$ cat config.mk
export PLATFORM = sky130hd
export DESIGN_NAME = err_attn_top
export DESIGN_NICKNAME = d
export VERILOG_FILES = /design/src/rtl/err_attn_pkg.sv /design/src/rtl/err_collect.sv /design/src/rtl/attn_ctrl.sv /design/src/rtl/summ_port.sv /design/src/rtl/err_attn_top.sv
export SDC_FILE = /design/constraint.sdc
export NUM_CORES = 1
export LEC_CHECK = 0
export BUFFER_PORTS_ARGS = -buffer_cell sky130_fd_sc_hd__buf_4
export CAP_MARGIN = 20
export CORE_ASPECT_RATIO = 0.75
export CORE_MARGIN = 2
export CORE_UTILIZATION = 38
export CTS_BUF_LIST = sky130_fd_sc_hd__clkbuf_8
export DETAILED_ROUTE_END_ITERATION = 10
export PLACE_DENSITY_LB_ADDON = 0.25
export REMOVE_ABC_BUFFERS = 1
export SLEW_MARGIN = 20
export SYNTH_ARGS = -nofsm -noshare
export SYNTH_HDL_FRONTEND = slang
export SYNTH_SLANG_ARGS = --single-unit
$ cat constraint.sdc
create_clock -name clk_i -period 1.7 [get_ports clk_i]
set_input_delay 0.255 -clock clk_i [delete_from_list [all_inputs] [get_ports clk_i]]
set_output_delay 0.255 -clock clk_i [all_outputs]
set_load 0.1 [all_outputs]
$ cat src/rtl/err_attn_pkg.sv
package err_attn_pkg;
  localparam int unsigned ERR_W  = 16;
  localparam int unsigned SUM_W  = 16;
  localparam int unsigned UNIT_W = 3;
  // hard class: bits 0,4,11,12,13,14
  localparam logic [ERR_W-1:0] HARD_MASK = 16'h7811;

  typedef struct packed {
    logic set;
    logic clr;
    logic wipe;
  } ata_ctl_t;
endpackage

$ cat src/rtl/err_collect.sv
module err_collect
  import err_attn_pkg::*;
#(
  parameter int unsigned W = ERR_W,
  parameter logic [W-1:0] HARD = HARD_MASK
) (
  input  logic         clk_i,
  input  logic         rst_ni,
  input  logic [W-1:0] pulse_i,
  input  logic         drv_clr_i,
  input  logic         xfer_i,
  output logic [W-1:0] err_q_o,
  output logic         any_o,
  output logic         new_any_o,
  output logic         exc_o,
  output logic         abort_o
);
  logic [W-1:0] err_q;
  logic [W-1:0] live;

  for (genvar g = 0; g < W; g++) begin : g_bit
    always_ff @(posedge clk_i or negedge rst_ni) begin
      if (!rst_ni)        err_q[g] <= 1'b0;
      else if (drv_clr_i) err_q[g] <= 1'b0;
      else if (pulse_i[g]) err_q[g] <= 1'b1;
    end
  end

  assign live      = err_q | pulse_i;
  assign err_q_o   = err_q;
  assign any_o     = |err_q;
  assign new_any_o = |pulse_i;
  assign exc_o     = xfer_i & (|live);
  assign abort_o   = xfer_i & (|(live & HARD));


  sticky_chk: assert property (@(posedge clk_i) disable iff (!rst_ni)
    !drv_clr_i |=> ((err_q & $past(err_q)) == $past(err_q)));

  wipe_chk: assert property (@(posedge clk_i) disable iff (!rst_ni)
    drv_clr_i |=> (err_q == '0));

  abort_idle_chk: assert property (@(posedge clk_i) disable iff (!rst_ni)
    !xfer_i |-> !abort_o);

  abort_implies_exc_chk: assert property (@(posedge clk_i) disable iff (!rst_ni)
    abort_o |-> exc_o);
endmodule

$ cat src/rtl/attn_ctrl.sv
module attn_ctrl
  import err_attn_pkg::*;
(
  input  logic     clk_i,
  input  logic     rst_ni,
  input  ata_ctl_t ctl_i,
  output logic     ata_o,
  output logic     attn_o
);
  logic ata_q;

  always_ff @(posedge clk_i or negedge rst_ni) begin
    if (!rst_ni)         ata_q <= 1'b0;
    else if (ctl_i.wipe) ata_q <= 1'b0;
    else if (ctl_i.set)  ata_q <= 1'b1;  // new event beats w1c
    else if (ctl_i.clr)  ata_q <= 1'b0;
  end

  assign ata_o  = ata_q;
  assign attn_o = ata_q | ctl_i.set;


  set_wins_chk: assert property (@(posedge clk_i) disable iff (!rst_ni)
    (ctl_i.set && !ctl_i.wipe) |=> ata_o);

  ata_wipe_chk: assert property (@(posedge clk_i) disable iff (!rst_ni)
    ctl_i.wipe |=> !ata_o);

  w1c_chk: assert property (@(posedge clk_i) disable iff (!rst_ni)
    (ctl_i.clr && !ctl_i.set) |=> !ata_o);

  attn_cover_chk: assert property (@(posedge clk_i) disable iff (!rst_ni)
    ata_o |-> attn_o);
endmodule

$ cat src/rtl/summ_port.sv
module summ_port
  import err_attn_pkg::*;
#(
  parameter int unsigned W  = SUM_W,
  parameter int unsigned UW = UNIT_W
) (
  input  logic          clk_i,
  input  logic          rst_ni,
  input  logic          rd_i,
  input  logic [UW-1:0] unit_i,
  input  logic          ata_i,
  output logic [W-1:0]  data_o,
  output logic [W-1:0]  oe_o
);
  for (genvar g = 0; g < W; g++) begin : g_line
    logic mine;
    assign mine      = rd_i && (32'(unit_i) == g);
    assign oe_o[g]   = mine;
    assign data_o[g] = mine & ata_i;
  end


  one_line_chk: assert property (@(posedge clk_i) disable iff (!rst_ni)
    $onehot0(oe_o));

  no_float_data_chk: assert property (@(posedge clk_i) disable iff (!rst_ni)
    (data_o & ~oe_o) == '0);
endmodule

$ cat src/rtl/err_attn_top.sv
module err_attn_top
  import err_attn_pkg::*;
(
  input  logic              clk_i,
  input  logic              rst_ni,
  input  logic [ERR_W-1:0]  err_pulse_i,
  input  logic              go_i,
  input  logic              xfer_i,
  input  logic              rewind_i,
  input  logic              cmd_done_i,
  input  logic              slave_chg_i,
  input  logic              drv_clr_i,
  input  logic [UNIT_W-1:0] unit_id_i,
  input  logic              as_wr_i,
  input  logic [SUM_W-1:0]  as_wdata_i,
  input  logic              as_rd_i,
  output logic [ERR_W-1:0]  err_reg_o,
  output logic              err_o,
  output logic              ata_o,
  output logic              exc_o,
  output logic              attn_o,
  output logic              abort_o,
  output logic [SUM_W-1:0]  as_rd_data_o,
  output logic [SUM_W-1:0]  as_rd_oe_o
);
  logic     new_err;
  ata_ctl_t ctl;

  err_collect #(.W(ERR_W), .HARD(HARD_MASK)) u_err (
    .clk_i     (clk_i),
    .rst_ni    (rst_ni),
    .pulse_i   (err_pulse_i),
    .drv_clr_i (drv_clr_i),
    .xfer_i    (xfer_i),
    .err_q_o   (err_reg_o),
    .any_o     (err_o),
    .new_any_o (new_err),
    .exc_o     (exc_o),
    .abort_o   (abort_o)
  );

  assign ctl.set  = (new_err & (~go_i | rewind_i)) | cmd_done_i | slave_chg_i;
  assign ctl.clr  = as_wr_i & as_wdata_i[unit_id_i];
  assign ctl.wipe = drv_clr_i;

  attn_ctrl u_attn (
    .clk_i  (clk_i),
    .rst_ni (rst_ni),
    .ctl_i  (ctl),
    .ata_o  (ata_o),
    .attn_o (attn_o)
  );

  summ_port #(.W(SUM_W), .UW(UNIT_W)) u_sum (
    .clk_i  (clk_i),
    .rst_ni (rst_ni),
    .rd_i   (as_rd_i),
    .unit_i (unit_id_i),
    .ata_i  (ata_o),
    .data_o (as_rd_data_o),
    .oe_o   (as_rd_oe_o)
  );


  busy_err_quiet_chk: assert property (@(posedge clk_i) disable iff (!rst_ni)
    (go_i && !rewind_i && !cmd_done_i && !slave_chg_i && !ata_o) |-> !attn_o);

  flag_chk: assert property (@(posedge clk_i) disable iff (!rst_ni)
    err_o == ($countones(err_reg_o) != 0));
endmodule

Word level (Yosys, flattened, before mapping):

Index checks and enable logic that the tools add are counted.

* bits in registers: 17
* input bits: 45

* order comparisons: 1
* eq/ne operators: 7
* mux-type cells: 37
* bitwise operators: 18
* reductions and logical operators: 30

Operators by type and width (number)
* $reduce_or 16->1: 3
* $mux 1: 36
* $reduce_bool 2->1: 16
* $or 16x16->16: 1
* $and 1x1->1: 12
* $eq 3x3->1 const B: 4
* $logic_and 1x1->1: 8
* $eq 3x2->1 const B: 2
* $reduce_or 6->1: 1
* $lt 3x5->1 const B: 1
* $or 1x1->1: 4
* $bmux 1 s3: 1
* $eq 3x1->1 const B: 1
* $logic_not 3->1: 1
* $reduce_bool 3->1: 1
* $not 1->1: 1

Longest topological paths before layout:

Gate-level depths: netlist (run 1).

* word-level depth: 7
* gate-level depth with buffers: 5
* gate-level depth less buffers: 4

Modules after synthesis:

A second synthesis (run 1) with hierarchy kept.

* cell total of the unflattened synthesis: 130
* area total of the unflattened synthesis: 1058.5 um^2

By module, submodules not included
* err_collect: instances 1, cells each 68, area an instance 634.4 um^2, seq. area each 400.4 um^2
* summ_port: instances 1, cells each 48, area an instance 287.8 um^2, seq. area each 0.0 um^2
* err_attn_top: instances 1, cells each 9, area an instance 86.3 um^2, seq. area each 0.0 um^2
* attn_ctrl: instances 1, cells each 5, area an instance 50.0 um^2, seq. area each 25.0 um^2

Least setup slack after synthesis (run 1):

OpenSTA, ideal clock, no wires.

* path kind: register to output
* from: reg u_attn.ata_q, in the netlist u_attn.ata_o
* to: out as_rd_data_o[2]
* data arrival time: 3292 ps
* required time: 1445 ps
* path slack: -1847 ps
* cell stages (with the launch flop): 3
* path buffers: 0
* cells stage by stage: dfrtp_1 nand3_1 nor3_1

* cells in the longest elaborated chain, start to end: 1

Ends and longest elaborated chain
* start: declaration: RTL line attn_ctrl.sv:10 `logic ata_q;`
* start signal: assignment: RTL line attn_ctrl.sv:13 `if (!rst_ni) ata_q <= 1'b0;`
* start signal: assignment: RTL line attn_ctrl.sv:14 `else if (ctl_i.wipe) ata_q <= 1'b0;`
* start signal: assignment: RTL line attn_ctrl.sv:15 `else if (ctl_i.set) ata_q <= 1'b1;`
* $and 1x1->1: RTL line summ_port.sv:19 `assign data_o[g] = mine & ata_i;`
* end: declaration: RTL line err_attn_top.sv:23 `output logic [SUM_W-1:0] as_rd_data_o,`

Every way passes these cells.

Worst setup path in the final report (run 1):

* from: reg u_err.err_q[3], in the netlist u_err.err_q_o[3]
* to: out err_o

* cells in the longest elaborated chain, start to end: 1

Ends and longest elaborated chain
* start: declaration: RTL line err_collect.sv:18 `logic [W-1:0] err_q;`
* start signal: indexed assignment: RTL line err_collect.sv:23 `if (!rst_ni) err_q[g] <= 1'b0;`
* start signal: indexed assignment: RTL line err_collect.sv:24 `else if (drv_clr_i) err_q[g] <= 1'b0;`
* start signal: indexed assignment: RTL line err_collect.sv:25 `else if (pulse_i[g]) err_q[g] <= 1'b1;`
* $reduce_or 16->1: RTL line err_collect.sv:31 `assign any_o = |err_q;`
* end: declaration: RTL line err_attn_top.sv:18 `output logic err_o,`

Every way passes these cells.

==> results of run 1 <==
state kept, by name, summed over array words and instances (netlist names):
| register | flops |
|---|---|
| u_attn.ata_o | 1 |
| u_err.err_q_o | 16 |
final cells by class:
cell class | instances | share of cell area
repair buffers | 87 | 0.388
multi-input cells | 98 | 0.312
flip-flops and latches | 17 | 0.246
well taps | 36 | 0.0260
clock buffers | 3 | 0.0239
clock inverters | 1 | 0.00217
inverters | 1 | 0.00217
kinds of logic after synthesis:
kind of cell / synth area share
AO/OA/AOI/OAI: 0.0321
AND/OR/NAND/NOR: 0.325
flip-flops: 0.404
buffers and inverters: 0.193
multiplexers: 0.0428
other: 0.00356
placed cells by master, fill, tap and decap left out, types with 2 or more instances in the layout:
cell	instances
nor2_1	48
nand4_1	2
buf_4	82
nor3_1	4
inv_1	2
mux2_2	2
conb_1	16
nand2b_1	3
clkbuf_8	3
dfrtp_1	17
nand2_1	2
nor4_2	4
buf_6	4
worst max-delay path: stages, from the launching register on:
cell,delay [ps]
dfrtp_1,390
nor4_2,310
nand4_1,180
or3_1,360
buf_6,200
power by group:
part,internal (mW),switching (mW)
Sequential,0.432,0.0231
Combinational,0.164,0.547
Clock,0.160,0.125
Total,0.756,0.695
path summary, 6_finish.rpt:
path / from / endpoint
hold / removal: err_pulse_i[9] / u_err.err_q_o[9]
max in group asynchronous: rst_ni / u_err.err_q_o[3]
hold reg to reg: u_err.err_q_o[15] / u_err.err_q_o[15]
setup reg to reg: u_err.err_q_o[0] / u_err.err_q_o[0]
min in group asynchronous: rst_ni / u_err.err_q_o[9]
setup / recovery: u_err.err_q_o[3] / err_o
what timing repair did:
action | CTS | global route
gates resized for setup | 6 | 9
setup buffers | 0 | 1
pin swaps | 2 | 3
hold buffers | 1 | 0
setup endpoints to repair | 4 | 4
endpoints found under the hold margin | 17 | 0
layer usage:
metal  share of wire  track usage
met3           0.076       0.0548
met1            0.40        0.243
met2            0.51        0.333
met4           0.011       0.0284
met5               0            0
per-stage QoR:
stage,setup TNS (ps),utilization,setup WS [ps],std cells,instance area (um^2)
finish,-684,0.659,-242,243,1730
CTS,-706,0.637,-255,242,1670
global route,-978,0.659,-342,243,1730
floorplan,-17040,-,-1850,116,910
detailed placement,-205,0.607,-80.1,237,1590
global placement,-107,0.607,-50.8,237,1590
==> out/results.tsv, run 1 <==
metric	value	unit
global-route wire length before repair	4850	um
max-cap violations	0	
worst r2r path cells	3	
CP arrival	1690	ps
count of different cell masters after synthesis	26	
P_leak	0.898	nW
CTS Sinks	17	
Post-synth top flop	dfrtp_1	
fin nets	253	
Sequential Area	425	um^2
Fill cells	220	
power density of the placed cells	839	nW/um^2
Clk Tree Root Cell	clkbuf_8	
Skew-Pair Late Insertion Delay	240	ps
final worst slack	-242	ps
footprint of the multi-input gates	539	um^2
Yosys top cell by area	dfrtp_1	
Tcrit/Tclk final	1.14	
crit end category	output pin	
drt drc	0	
TritonCTS clock tree	built	
Port Buf Inserts	73	
total gr overflow	0	
DR vias/cell	4.63	
Pins Over Slew Limit	0	
die height	49.6	um
Area growth syn-to-layout	64.3	%
die width	64.8	um
drt wl/cell	12.5	um
number of global-route vias before repair	1096	
core area	2620	um^2
Post-synth EDFFs	0	
top-level I/O count	98	
Post-synth ARST share	1.00	
Final setup viols	3	
GPL Wtd Cong	0.809	
CTS HTree Levels	1	
Synth warnings	0	
Seq cells post-synth	17	
Hold Fails Final Rpt	0	
Antenna Diode Count	0	
Max Buffers Root-to-Sink	2	
Vias	1124	
antenna violations before repair	0	
Starting DRT DRC Count	41	
WHS Path Cells	3	
Syn Std Cell Area	1050	um^2
RSZ-0062 raised after global routing	true	
drt total wl	3040	um
Overall Global Routing Usage	0.192	
Post-DRT Antenna Nets	0	
f_max	515	MHz
required time worst endpoint	1440	ps
average size of a mapped cell	8.22	um^2
Final Skew	0	ps
largest net degree at the start of global routing	18	
Max rail drop VDD	0.685	mV
Crit Path Max Fanout	2	
cell with the most instances after synthesis	nor2_1	
sequential share of the synthesized area	0.404	
final period demand of the worst path	1940	ps
outcome	finished, violations left	
total power	1.45	mW
top post-synthesis cells by count	48 x nor2_1, 24 x buf_4, 17 x dfrtp_1, 6 x nor4_1, 5 x nor3_1	
violated checks	negative setup slack	
area share of the largest cell type after synthesis	0.404	
cell count after synthesis	128	
Setup crit start kind	flop	
Final HPWL DP	2420	um
Min Hold Slack	237	ps
clock-pin slew on the worst setup and hold paths	60	ps
Area contributors post-synth	dfrtp_1 40%, buf_4 17%, nor2_1 17%	
cell row count	16	
flop-to-flop setup slack	830	ps
number of buffers created by CTS	3	
layout cells sized above 1	0.493	
die area	3210	um^2
DRT Pass-1 Iters	4	
Worst Path Class, Setup	flop to output pin	
hold crit path type	input port to flop	
starting density of the core	0.401	
Power figures use the tool's default switching activity.
==> run 2: changes to the inputs <==
- CTS_BUF_LIST: sky130_fd_sc_hd__clkbuf_8 -> sky130_fd_sc_hd__clkbuf_4
==> run 2 against run 1 <==
- the flow still finishes with violations (negative setup slack)
- non-clock buffer count grew 1
- global-route usage grew 0.39 points
- core utilization is essentially flat
- sequential power is essentially flat
- maximum frequency shrank 2.8%
- power shrank 3.7%
- cell area is essentially flat
- via count grew 0.71%
- critical path type unchanged
- largest power group unchanged
- highest routed layer unchanged
==> out/results.tsv, run 2 (synthesized netlist as in run 1, its figures left out) <==
metric	value	unit	change
outcome	finished, violations left		
violated checks	negative setup slack		
Gate power share	0.512		+0.022
commonest non-fill, non-tap cell in the layout	buf_4		
power density of the placed cells	809	nW/um^2	-3.6%
Crit Path Max Fanout	2		unchanged
antenna violations before repair	0		unchanged
RSZ-0062 raised after global routing	true		
final period demand of the worst path	2000	ps	+56.2 ps
cell row count	16		unchanged
f_max	500	MHz	-2.8%
required time worst endpoint	1440	ps	about the same
Vias	1132		+0.71%
Pins Over Slew Limit	0		unchanged
fin nets	254		+0.40%
TritonCTS clock tree	built		
drt wl/cell	12.8	um	+2.0%
Overall Global Routing Usage	0.196		+0.00390
Power Internal	0.705	mW	-6.8%
CP arrival	1740	ps	+50 ps
GPL Wtd Cong	0.809		unchanged
P_leak	0.896	nW	-0.24%
Final HPWL DP	2420	um	unchanged
Final setup viols	3		unchanged
crit end category	output pin		
Worst Path Class, Setup	flop to output pin		
largest net degree at the start of global routing	18		unchanged
hold crit path type	input port to flop		
number of global-route vias before repair	1098		+0.18%
final worst slack	-298	ps	-56.2 ps
max FFs per register	16		unchanged
Starting DRT DRC Count	47		+15%
Skew-Pair Late Insertion Delay	290	ps	+50 ps
drt total wl	3120	um	+2.4%
Hold Fails Final Rpt	0		unchanged
layout cells sized above 1	0.500		+0.00725
Net Switching	0.692	mW	-0.39%
core area	2620	um^2	unchanged
starting density of the core	0.401		unchanged
DRT Pass-1 Iters	4		unchanged
drt drc	0		unchanged
Sw Share	0.495		+0.0165
Final Skew	0	ps	unchanged
dpl ws	-80.1	ps	unchanged
Fill cells	219		-0.45%
Area growth syn-to-layout	64.2	%	about the same
Post-DRT Antenna Nets	0		unchanged
max-cap violations	0		unchanged
number of buffers created by CTS	3		unchanged
DR vias/cell	4.64		+0.30%
Min Hold Slack	189	ps	-47.4 ps
Clock Power Share	0.164		-0.032
die width	64.8	um	unchanged
Max Buffers Root-to-Sink	2		unchanged
global-route wire length before repair	4860	um	+0.29%
Setup crit start kind	flop		
highest-count cells in the layout ignoring fill and taps	82 x buf_4, 48 x nor2_1, 17 x dfrtp_1		
die area	3210	um^2	unchanged
CTS HTree Levels	1		unchanged
final setup TNS	-849	ps	-165 ps
Seq pwr share	0.325		+0.011
CTS Sinks	17		unchanged
clock-pin slew on the worst setup and hold paths	90	ps	+30 ps
total gr overflow	0		unchanged
Antenna Diode Count	0		unchanged
Clk Tree Root Cell	clkbuf_4		
die height	49.6	um	unchanged
fin util	0.659		about the same
Max rail drop VDD	0.542	mV	-21%
top-level I/O count	98		unchanged
Port Buf Inserts	73		unchanged
Tcrit/Tclk final	1.18		+0.0330
==> run 2: final cells by class <==
class,instances,area (um^2),share of cell area
well taps,36,45.0,0.0261
inverters,1,3.75,0.00217
clock buffers,4,30.0,0.0174
flip-flops and latches,17,425,0.246
repair buffers,88,684,0.396
multi-input cells,98,539,0.312
==> run 2: metrics by stage <==
stage                     instance area, um^2  power, mW  std cells
final                                    1730       1.40        244
after global routing                     1730       1.47        244
after CTS                                1660       1.40        242
after detailed placement                 1590       1.16        237
after global placement                   1590       1.15        237
after floorplan                           910      0.956        116
==> run 2: repair_timing <==
item | 4_1_cts | 5_1_grt
hold endpoints to repair | 17 | 0
buffers inserted | 0 | 2
pin swaps | 2 | 3
resized for setup | 6 | 11
hold buffers | 1 | 0
setup endpoints to repair | 4 | 5
==> run 2: routing by layer <==
metal  GRT usage  up-vias  wire length [um]
li1            -      543                 -
met1       0.242      526              1220
met2       0.333       57              1600
met3      0.0616        6               256
met4      0.0496        0                40
met5           0        -                 0
==> run 2: worst paths after layout <==
kind / start / to / slack, ps / cells past startpoint
setup / recovery: u_err.err_q_o[3] / err_o / -300 / 4
hold / removal: err_pulse_i[9] / u_err.err_q_o[9] / 190 / 3
min in group asynchronous: rst_ni / u_err.err_q_o[5] / 350 / 2
setup reg to reg: u_err.err_q_o[0] / u_err.err_q_o[0] / 830 / 3
hold reg to reg: u_err.err_q_o[15] / u_err.err_q_o[15] / 540 / 2
max in group asynchronous: rst_ni / u_err.err_q_o[3] / 1160 / 2
==> run 2: worst max-delay path, cell delays in order (launching register included) <==
cell and delay (ps):
dfrtp_1 400, nor4_2 310, nand4_1 180, or3_1 360, buf_6 200
==> run 2: power groups by stage <==
stage | combinational (mW) | clock (mW) | sequential [mW]
after floorplan | 0.296 | 0 | 0.660
after global placement | 0.691 | 0 | 0.457
after detailed placement | 0.698 | 0 | 0.457
after CTS | 0.703 | 0.242 | 0.452
after global routing | 0.743 | 0.267 | 0.458
final | 0.715 | 0.229 | 0.453
